--- src/rtl/sock_pkg.sv ---
package sock_pkg;
  typedef enum logic [1:0] {
    ST_IDLE    = 2'd0,
    ST_SETTLE1 = 2'd1,
    ST_SEND    = 2'd2,
    ST_SETTLE2 = 2'd3
  } seq_state_e;

  localparam int unsigned NIB_W = 4;
endpackage

--- src/rtl/sock_decode.sv ---
module sock_decode
  import sock_pkg::*;
#(
  parameter int unsigned NUM_SOCK = 8
) (
  input  logic                clk_i,
  input  logic                rst_ni,
  input  logic                we_i,
  input  logic [2*NIB_W-1:0]  wdata_i,
  output logic [NUM_SOCK-1:0] sock_en_o,
  output logic                mon_sel_o,
  output logic [NIB_W-1:0]    addr_o
);
  logic [NIB_W-1:0]    sock_nib;
  logic [NUM_SOCK-1:0] onehot;

  assign sock_nib = wdata_i[2*NIB_W-1:NIB_W];

  for (genvar g = 0; g < NUM_SOCK; g++) begin : g_dec
    assign onehot[g] = (sock_nib == NIB_W'(g + 1));
  end

  always_ff @(posedge clk_i or negedge rst_ni) begin
    if (!rst_ni) begin
      sock_en_o <= '0;
      mon_sel_o <= 1'b0;
      addr_o    <= '0;
    end else if (we_i) begin
      sock_en_o <= onehot;
      mon_sel_o <= (sock_nib == '0);
      addr_o    <= wdata_i[NIB_W-1:0];
    end
  end

  assert_onehot_en_R1: assert property (@(posedge clk_i) disable iff (!rst_ni)
    $onehot0(sock_en_o));

  assert_mon_excl_R2: assert property (@(posedge clk_i) disable iff (!rst_ni)
    mon_sel_o |-> (sock_en_o == '0));
endmodule

--- src/rtl/settle_timer.sv ---
module settle_timer #(
  parameter int unsigned SETTLE_CYCLES = 320
) (
  input  logic clk_i,
  input  logic rst_ni,
  input  logic clr_i,
  input  logic en_i,
  output logic done_o
);
  localparam int unsigned CNT_W = (SETTLE_CYCLES > 1) ? $clog2(SETTLE_CYCLES) : 1;
  localparam logic [CNT_W-1:0] LAST = CNT_W'(SETTLE_CYCLES - 1);

  logic [CNT_W-1:0] cnt_q;

  always_ff @(posedge clk_i or negedge rst_ni) begin
    if (!rst_ni)                  cnt_q <= '0;
    else if (clr_i)               cnt_q <= '0;
    else if (en_i && !done_o)     cnt_q <= cnt_q + 1'b1;
  end

  assign done_o = (cnt_q == LAST);

  assert_cnt_range_R5: assert property (@(posedge clk_i) disable iff (!rst_ni)
    cnt_q <= LAST);
endmodule

--- src/rtl/sel_fsm.sv ---
module sel_fsm
  import sock_pkg::*;
(
  input  logic clk_i,
  input  logic rst_ni,
  input  logic sel_we_i,
  input  logic tmr_done_i,
  input  logic tx_done_i,
  output logic tmr_clr_o,
  output logic tmr_en_o,
  output logic tx_start_o,
  output logic tx_sending_o,
  output logic selecting_o
);
  seq_state_e state_q, state_d;
  logic       start_d;

  always_comb begin
    state_d = state_q;
    start_d = 1'b0;
    if (sel_we_i) begin
      state_d = ST_SETTLE1;
    end else begin
      unique case (state_q)
        ST_SETTLE1: if (tmr_done_i) begin
          state_d = ST_SEND;
          start_d = 1'b1;
        end
        ST_SEND:    if (tx_done_i)  state_d = ST_SETTLE2;
        ST_SETTLE2: if (tmr_done_i) state_d = ST_IDLE;
        default:    state_d = state_q;
      endcase
    end
  end

  always_ff @(posedge clk_i or negedge rst_ni) begin
    if (!rst_ni) begin
      state_q    <= ST_IDLE;
      tx_start_o <= 1'b0;
    end else begin
      state_q    <= state_d;
      tx_start_o <= start_d;
    end
  end

  assign tmr_clr_o    = sel_we_i || (state_q == ST_SEND && tx_done_i);
  assign tmr_en_o     = (state_q == ST_SETTLE1) || (state_q == ST_SETTLE2);
  assign tx_sending_o = (state_q == ST_SEND);
  assign selecting_o  = (state_q != ST_IDLE);

  assert_start_in_send_R3: assert property (@(posedge clk_i) disable iff (!rst_ni)
    tx_start_o |-> tx_sending_o);

  assert_send_hold_R4: assert property (@(posedge clk_i) disable iff (!rst_ni)
    (tx_sending_o && !tx_done_i && !sel_we_i) |=> tx_sending_o);

  assert_restart_R6: assert property (@(posedge clk_i) disable iff (!rst_ni)
    sel_we_i |=> (selecting_o && !tx_sending_o && !tx_start_o));
endmodule

--- src/rtl/job_gate.sv ---
module job_gate #(
  parameter int unsigned JOB_W = 6
) (
  input  logic             clk_i,
  input  logic             rst_ni,
  input  logic             job_we_i,
  input  logic [JOB_W-1:0] job_i,
  input  logic             hold_i,
  output logic             pend_o,
  output logic             job_start_o,
  output logic [JOB_W-1:0] job_o
);
  always_ff @(posedge clk_i or negedge rst_ni) begin
    if (!rst_ni) begin
      pend_o      <= 1'b0;
      job_start_o <= 1'b0;
      job_o       <= '0;
    end else begin
      job_start_o <= 1'b0;
      if (job_we_i) begin
        if (job_i != '0) begin
          pend_o <= 1'b1;
          job_o  <= job_i;
        end else begin
          pend_o <= 1'b0;
        end
      end else if (pend_o && !hold_i) begin
        job_start_o <= 1'b1;
        pend_o      <= 1'b0;
      end
    end
  end

  assert_cancel_R9: assert property (@(posedge clk_i) disable iff (!rst_ni)
    (job_we_i && job_i == '0) |=> (!pend_o && !job_start_o));

  assert_hold_R7: assert property (@(posedge clk_i) disable iff (!rst_ni)
    (pend_o && hold_i) |=> !job_start_o);
endmodule

--- src/rtl/sock_sel_seq.sv ---
module sock_sel_seq
  import sock_pkg::*;
#(
  parameter int unsigned NUM_SOCK      = 8,
  parameter int unsigned SETTLE_CYCLES = 320,
  parameter int unsigned JOB_W         = 6
) (
  input  logic                clk_i,
  input  logic                rst_ni,
  input  logic                sel_we_i,
  input  logic [7:0]          sel_wdata_i,
  input  logic                job_we_i,
  input  logic [JOB_W-1:0]    job_i,
  input  logic                tx_done_i,
  output logic [NUM_SOCK-1:0] sock_en_o,
  output logic                mon_sel_o,
  output logic                tx_start_o,
  output logic [3:0]          tx_addr_o,
  output logic                tx_sending_o,
  output logic                selecting_o,
  output logic                busy_o,
  output logic                job_start_o,
  output logic [JOB_W-1:0]    job_o
);
  logic tmr_clr, tmr_en, tmr_done, pend;

  sock_decode #(.NUM_SOCK(NUM_SOCK)) u_decode (
    .clk_i     (clk_i),
    .rst_ni    (rst_ni),
    .we_i      (sel_we_i),
    .wdata_i   (sel_wdata_i),
    .sock_en_o (sock_en_o),
    .mon_sel_o (mon_sel_o),
    .addr_o    (tx_addr_o)
  );

  settle_timer #(.SETTLE_CYCLES(SETTLE_CYCLES)) u_timer (
    .clk_i  (clk_i),
    .rst_ni (rst_ni),
    .clr_i  (tmr_clr),
    .en_i   (tmr_en),
    .done_o (tmr_done)
  );

  sel_fsm u_fsm (
    .clk_i        (clk_i),
    .rst_ni       (rst_ni),
    .sel_we_i     (sel_we_i),
    .tmr_done_i   (tmr_done),
    .tx_done_i    (tx_done_i),
    .tmr_clr_o    (tmr_clr),
    .tmr_en_o     (tmr_en),
    .tx_start_o   (tx_start_o),
    .tx_sending_o (tx_sending_o),
    .selecting_o  (selecting_o)
  );

  job_gate #(.JOB_W(JOB_W)) u_job (
    .clk_i       (clk_i),
    .rst_ni      (rst_ni),
    .job_we_i    (job_we_i),
    .job_i       (job_i),
    .hold_i      (selecting_o || sel_we_i),
    .pend_o      (pend),
    .job_start_o (job_start_o),
    .job_o       (job_o)
  );

  assign busy_o = selecting_o || pend;

  assert_job_after_sel_R7: assert property (@(posedge clk_i) disable iff (!rst_ni)
    job_start_o |-> !selecting_o);

  assert_idle_quiet_R5: assert property (@(posedge clk_i) disable iff (!rst_ni)
    !selecting_o |-> (!tx_sending_o && !tx_start_o));
endmodule

--- config.mk ---
export PLATFORM = sky130hd
export DESIGN_NAME = sock_sel_seq
export DESIGN_NICKNAME = d
export VERILOG_FILES = /design/src/rtl/sock_pkg.sv /design/src/rtl/sock_decode.sv /design/src/rtl/settle_timer.sv /design/src/rtl/sel_fsm.sv /design/src/rtl/job_gate.sv /design/src/rtl/sock_sel_seq.sv
export SDC_FILE = /design/constraint.sdc
export NUM_CORES = 1
export LEC_CHECK = 0
export BUFFER_PORTS_ARGS = -buffer_cell sky130_fd_sc_hd__buf_2
export CAP_MARGIN = 20
export CORE_AREA = 2 2 69 71
export CTS_CLUSTER_SIZE = 28
export DETAILED_ROUTE_END_ITERATION = 16
export DIE_AREA = 0 0 71 73
export SYNTH_ARGS = -nofsm -noshare
export SYNTH_HDL_FRONTEND = slang
export SYNTH_SLANG_ARGS = --single-unit
--- constraint.sdc ---
create_clock -name clk_i -period 2 [get_ports clk_i]
set_input_delay 0.2 -clock clk_i [delete_from_list [all_inputs] [get_ports clk_i]]
set_output_delay 0.2 -clock clk_i [all_outputs]
set_load 0.01 [all_outputs]
# Word-level counts from Yosys, hierarchy flattened
# Index checks and enable logic that the tools add are counted.
# classes
add_sub_neg	1
mul	0
div	0
n_lt_le_gt_ge	0
eq_ne	15
shifts	0
n_mux	15
n_bitwise	0
n_reduce_logical	17
# ops
cell	count
two-way mux 9 bit	2
equality test 4 x 3 -> 1 bit (second input constant)	4
adder 9 x 1 -> 9 bit (second input constant)	1
equality test 9 bit (second input constant)	1
inequality test 3 bit (second input constant)	3
equality test 4 x 2 -> 1 bit (second input constant)	2
two-way mux 1 bit	8
two-way mux 2 bit	4
one-hot mux 2 bit (3 select lines)	1
nonzero test 2 bit	3
nonzero test 6 bit	1
equality test 2 bit (second input constant)	2
equality test 4 x 1 -> 1 bit (second input constant)	1
equality test 4 bit (second input constant)	1
zero test 4 bit	1
logical OR 1 bit	4
AND reduction 4 bit	1
nonzero test 4 bit	1
logical AND 1 bit	3
equality test 2 x 1 -> 1 bit (second input constant)	1
zero test 1 bit	2
AND reduction 2 bit	1
# word_totals
ff_bits	33
latch_bits	0
ram_bits	0
romBits	0
inputBits	19
out_inout_bits	24
word_cells	57
n_memories	0

# Depth between registers and ports, before layout
# depth
ltp_word	6
ltp_mapped	4
ltp_nobuf	4

# Cells and area by module
# A second synthesis with hierarchy kept.
# unflattened
hier_cells	142
hier_area_um2	1642.8
# by_module_without_submodules
mod	instances	cells_per_inst	area_per_inst_um2	seq_area_each_um2
sock_decode	1	42	578.1	325.3
settle_timer	1	51	524.3	225.2
job_gate	1	33	379.1	200.2
sel_fsm	1	14	148.9	75.1
sock_sel_seq	1	2	12.5	0.0

# Worst setup path before layout
# No wires, ideal clock.
# synth_path
path_type	in2reg
from	input job_i[1]
to	register u_job.job_o[0]
setup_time_ps	125
arrival_ps	1389
required_ps	1875
setup_slack_ps	486
path_stages	3
path_buffers	0
path_cell_list	or4_4 -> o31ai_4 -> mux2_2
# synth_via
elab_chain_len	2
# synth_rtl
element	line	rtl
start: declaration	sock_sel_seq.sv:13	input logic [JOB_W-1:0] job_i,
nonzero test 6 bit	job_gate.sv:21	if (job_i != '0) begin
AND reduction 2 bit (no source line)	--	
end signal: assignment	job_gate.sv:23	job_o <= job_i;
end: declaration	job_gate.sv:11	output logic [JOB_W-1:0] job_o
# No other way between the ends.
# A chain may end at the register's enable or synchronous reset.

# Worst setup path in the final report
# layout_path
from	register u_timer.cnt_q[0]
to	register u_timer.cnt_q[8]
# layout_via
elab_chain_len	4
elab_cells_between_ends	7
classes_between	add/sub: 1; eq/ne: 1; mux: 2; reduce/logical: 3
# layout_rtl
element	line	rtl
start: declaration	settle_timer.sv:13	logic [CNT_W-1:0] cnt_q;
start signal: assignment	settle_timer.sv:18	else if (en_i && !done_o) cnt_q <= cnt_q + 1'b1;
parallel branches: the longest is 4 deep, another holds adder 9 x 1 -> 9 bit	--	
# Parallel ways; which one is timed is not known. The select of a mux whose other input is x is not followed.

==> flow_metrics.tcl <==
set metrics [dict create \
    clk_path_buf_depth 2 \
    drive_above_1_share_pct 35.87 \
    yosys.area.top_type "dfrtp_1" \
    critPathKind "reg -> reg" \
    synth_cells 138 \
    crit_buf_inv 0 \
    worstPathArrival_ns 1.82 \
    synth.net_count 158 \
    vias 1158 \
    yosysTopAreaCellShare_pct 54.55 \
    cap_violations 0 \
    endpoint_kind "flip-flop" \
    die_h_um 73 \
    final_antenna_net_count 0 \
    dieArea_sq_um 5183 \
    r2r_slack_ns 0.38 \
    antennaDiodeCount 0 \
    yosys_register_bits 33 \
    port_buffers 42 \
    gp_congestion 0.7903 \
    wl_um 3006 \
    worstSetupStartpointType "flip-flop" \
    h-tree-depth 2 \
    nets 203 \
    grt_usage_pct 12.35 \
    worst_pin_slew_ns 0.7370 \
    startpoint "u_timer.cnt_q[0]$_DFFE_PN0P_" \
    cellPowerDensity_nw_per_um2 722.2 \
    tns_ns 0 \
    drv_slew 0 \
    setup_viol 0 \
    pin_count 43 \
    post_cts_buffers 0 \
    setup_ws_ns 0.3774 \
    ir_drop_mv 0.4215 \
    cts-hold-fix-buffers 0 \
    initial_core_util_pct 33.38 \
    dr.pass1.iters 4 \
    first_global_vias 1097 \
    fill_cells 438 \
    grt_first_pass_wirelength_um 5002 \
    route.detailed.drc 0 \
    cts.sinks 33 \
    min_path_type "in -> async" \
    avgViaCountPerCell 4.866 \
    area_growth_pct 23.06 \
    cpPeakStageDelay_ns 0.49 \
    synth.most_common_cell "dfrtp_1" \
    violations "negative hold slack" \
    syn_avg_cell_area_sq_um 10.97 \
    ys_top_cells_by_area "dfrtp_1, mux2_2, nand3_1, o21ai_0, inv_1" \
    antenna_found_initial 0 \
    skew_ns 0.001926 \
    cts_buffers 5 \
    pre_cts_slack_ns 0.3058 \
    cp_cell_sequence "ha_1 > nand2_1 > or4_1 > a21oi_1" \
    syn_area_sq_um 1514 \
    critPathSlowestCell "or4_1" \
    die_w_um 71 \
    hold_viol_final 33 \
    synth-edff-count 0 \
    cts.clk_slew.worst_paths_ns 0.07 \
    fmax_mhz 616.3 \
    worstSkewPairLatency_ns 0.28 \
    fin_crit_sh_pct 81.13 \
    hold_ws_ns -0.02031 \
    grt_start_max_net_pins 35 \
    wire_per_inst_um 12.63 \
    ys_seq_area_share_pct 54.55 \
    synth_flop_cell "dfrtp_1" \
    ys_warn_count 0 \
    synth.distinct_cells 33 \
    cp.required_ns 2.20 \
    path_delay_family "simple AND/OR/NAND/NOR gates" \
    cp_max_fo 6 \
    min_period_ns 1.623 \
    synth_common_cells "dfrtp_1, inv_1, nand3_1" \
    post-route-util_pct 41.08 \
    tritoncts "built" \
    synthArstFlopShare_pct 100.0 \
    r2r_start "u_timer.cnt_q[0]$_DFFE_PN0P_" \
    ctsRootBufferMaster "clkbuf_8" \
    p_leak_uw 0.0008459 \
    drt_first_iter_violations 96 \
    coreArea_sq_um 4536 \
    slew-limit-headroom_pct 50.87 \
    outcome "complete, but fails checks" \
    dp_hpwl_um 2112 \
    cts_resized 0 \
    grt_overflow 0 \
    rows 25 \
    rsz0062_at_grt "no" \
]
power breakdown:
part,switching (uW),internal [uW]
logic,81.9,67.2
registers,20.7,701
clock network,234,241
total,336,1010
flip-flops by register name, indices dropped and copies added (netlist names):
register	flops
u_decode.addr_o	4
u_decode.mon_sel_o	1
u_decode.sock_en_o	8
u_fsm.state_q	2
u_fsm.tx_start_o	1
u_job.job_o	6
u_job.job_start_o	1
u_job.pend_o	1
u_timer.cnt_q	9
worst paths after layout:
check | end | depth (start not counted)
hold reg to reg | u_job.job_o[2]$_DFFE_PN0P_ | 1
max in group asynchronous | u_decode.addr_o[1]$_DFFE_PN0P_ | 1
setup reg to reg | u_timer.cnt_q[8]$_DFFE_PN0P_ | 4
hold / removal | u_fsm.tx_start_o$_DFF_PN0_ | 1
min in group clk_i | u_decode.sock_en_o[7]$_DFFE_PN0P_ | 2
setup / recovery | u_timer.cnt_q[8]$_DFFE_PN0P_ | 4
cells in the final DEF, fill, tap and decap left out, types with 4 or more instances in the layout:
cell      Yosys  layout
clkbuf_8      0       5
nor2b_1       5       5
o21ai_0       9       9
nor2_1        5       5
nand3b_1      5       5
nand3_1      11      11
mux2_2       10      10
dfrtp_1      33      33
a211oi_1      5       5
buf_2         0      42
nand4_1       4       4
inv_1        12      12
through the flow:
| step | power [uW] | std cells | cell area (sq um) | hold WS (ns) |
|---|---|---|---|---|
| 2_1_floorplan | 808.6 | 138 | 1514 | -0.09559 |
| 3_3_place_gp | 885.7 | 230 | 1780 | 0.3177 |
| 3_5_place_dp | 887.4 | 230 | 1780 | 0.3214 |
| 5_1_grt | 1421 | 238 | 1863 | 0.03420 |
| 4_1_cts | 1377 | 238 | 1863 | 0.006311 |
| 6_report | 1346 | 238 | 1863 | -0.02031 |
worst reg2reg max path, cell delays in order (launching register included):
cell	delay [ns]
dfrtp_1	0.43
ha_1	0.29
nand2_1	0.17
or4_1	0.49
a21oi_1	0.16
routing by layer:
metal | GRT usage, % | wire length [um] | share of wire [%]
met2 | 19.00 | 1460 | 49
met4 | 5.031 | 47 | 1.6
met3 | 4.420 | 124 | 4.1
met1 | 15.88 | 1374 | 46
met5 | 0 | 0 | 0
cells by family (layout without fill, tap and decap cells):
group           after synthesis  after routing  synth area share [%]
mux                          13             13                 9.422
simple gates                 49             49                 19.59
fa+ha+maj                     1              1                0.8263
flops                        33             33                 54.55
compound gates               25             25                 11.41
buf+inv                      17             63                 4.215
area by class of cell:
cell class	count	area, sq um	share of cell area (%)
inverters	12	45.04	2.418
clock buffers	6	72.57	3.895
well taps	54	67.56	3.627
repair buffers	43	217.7	11.69
clock inverters	2	10.01	0.5373
multi-input cells	88	624.3	33.51
flip-flops and latches	33	825.8	44.32
No activity file was read; power rests on OpenSTA's default activity.
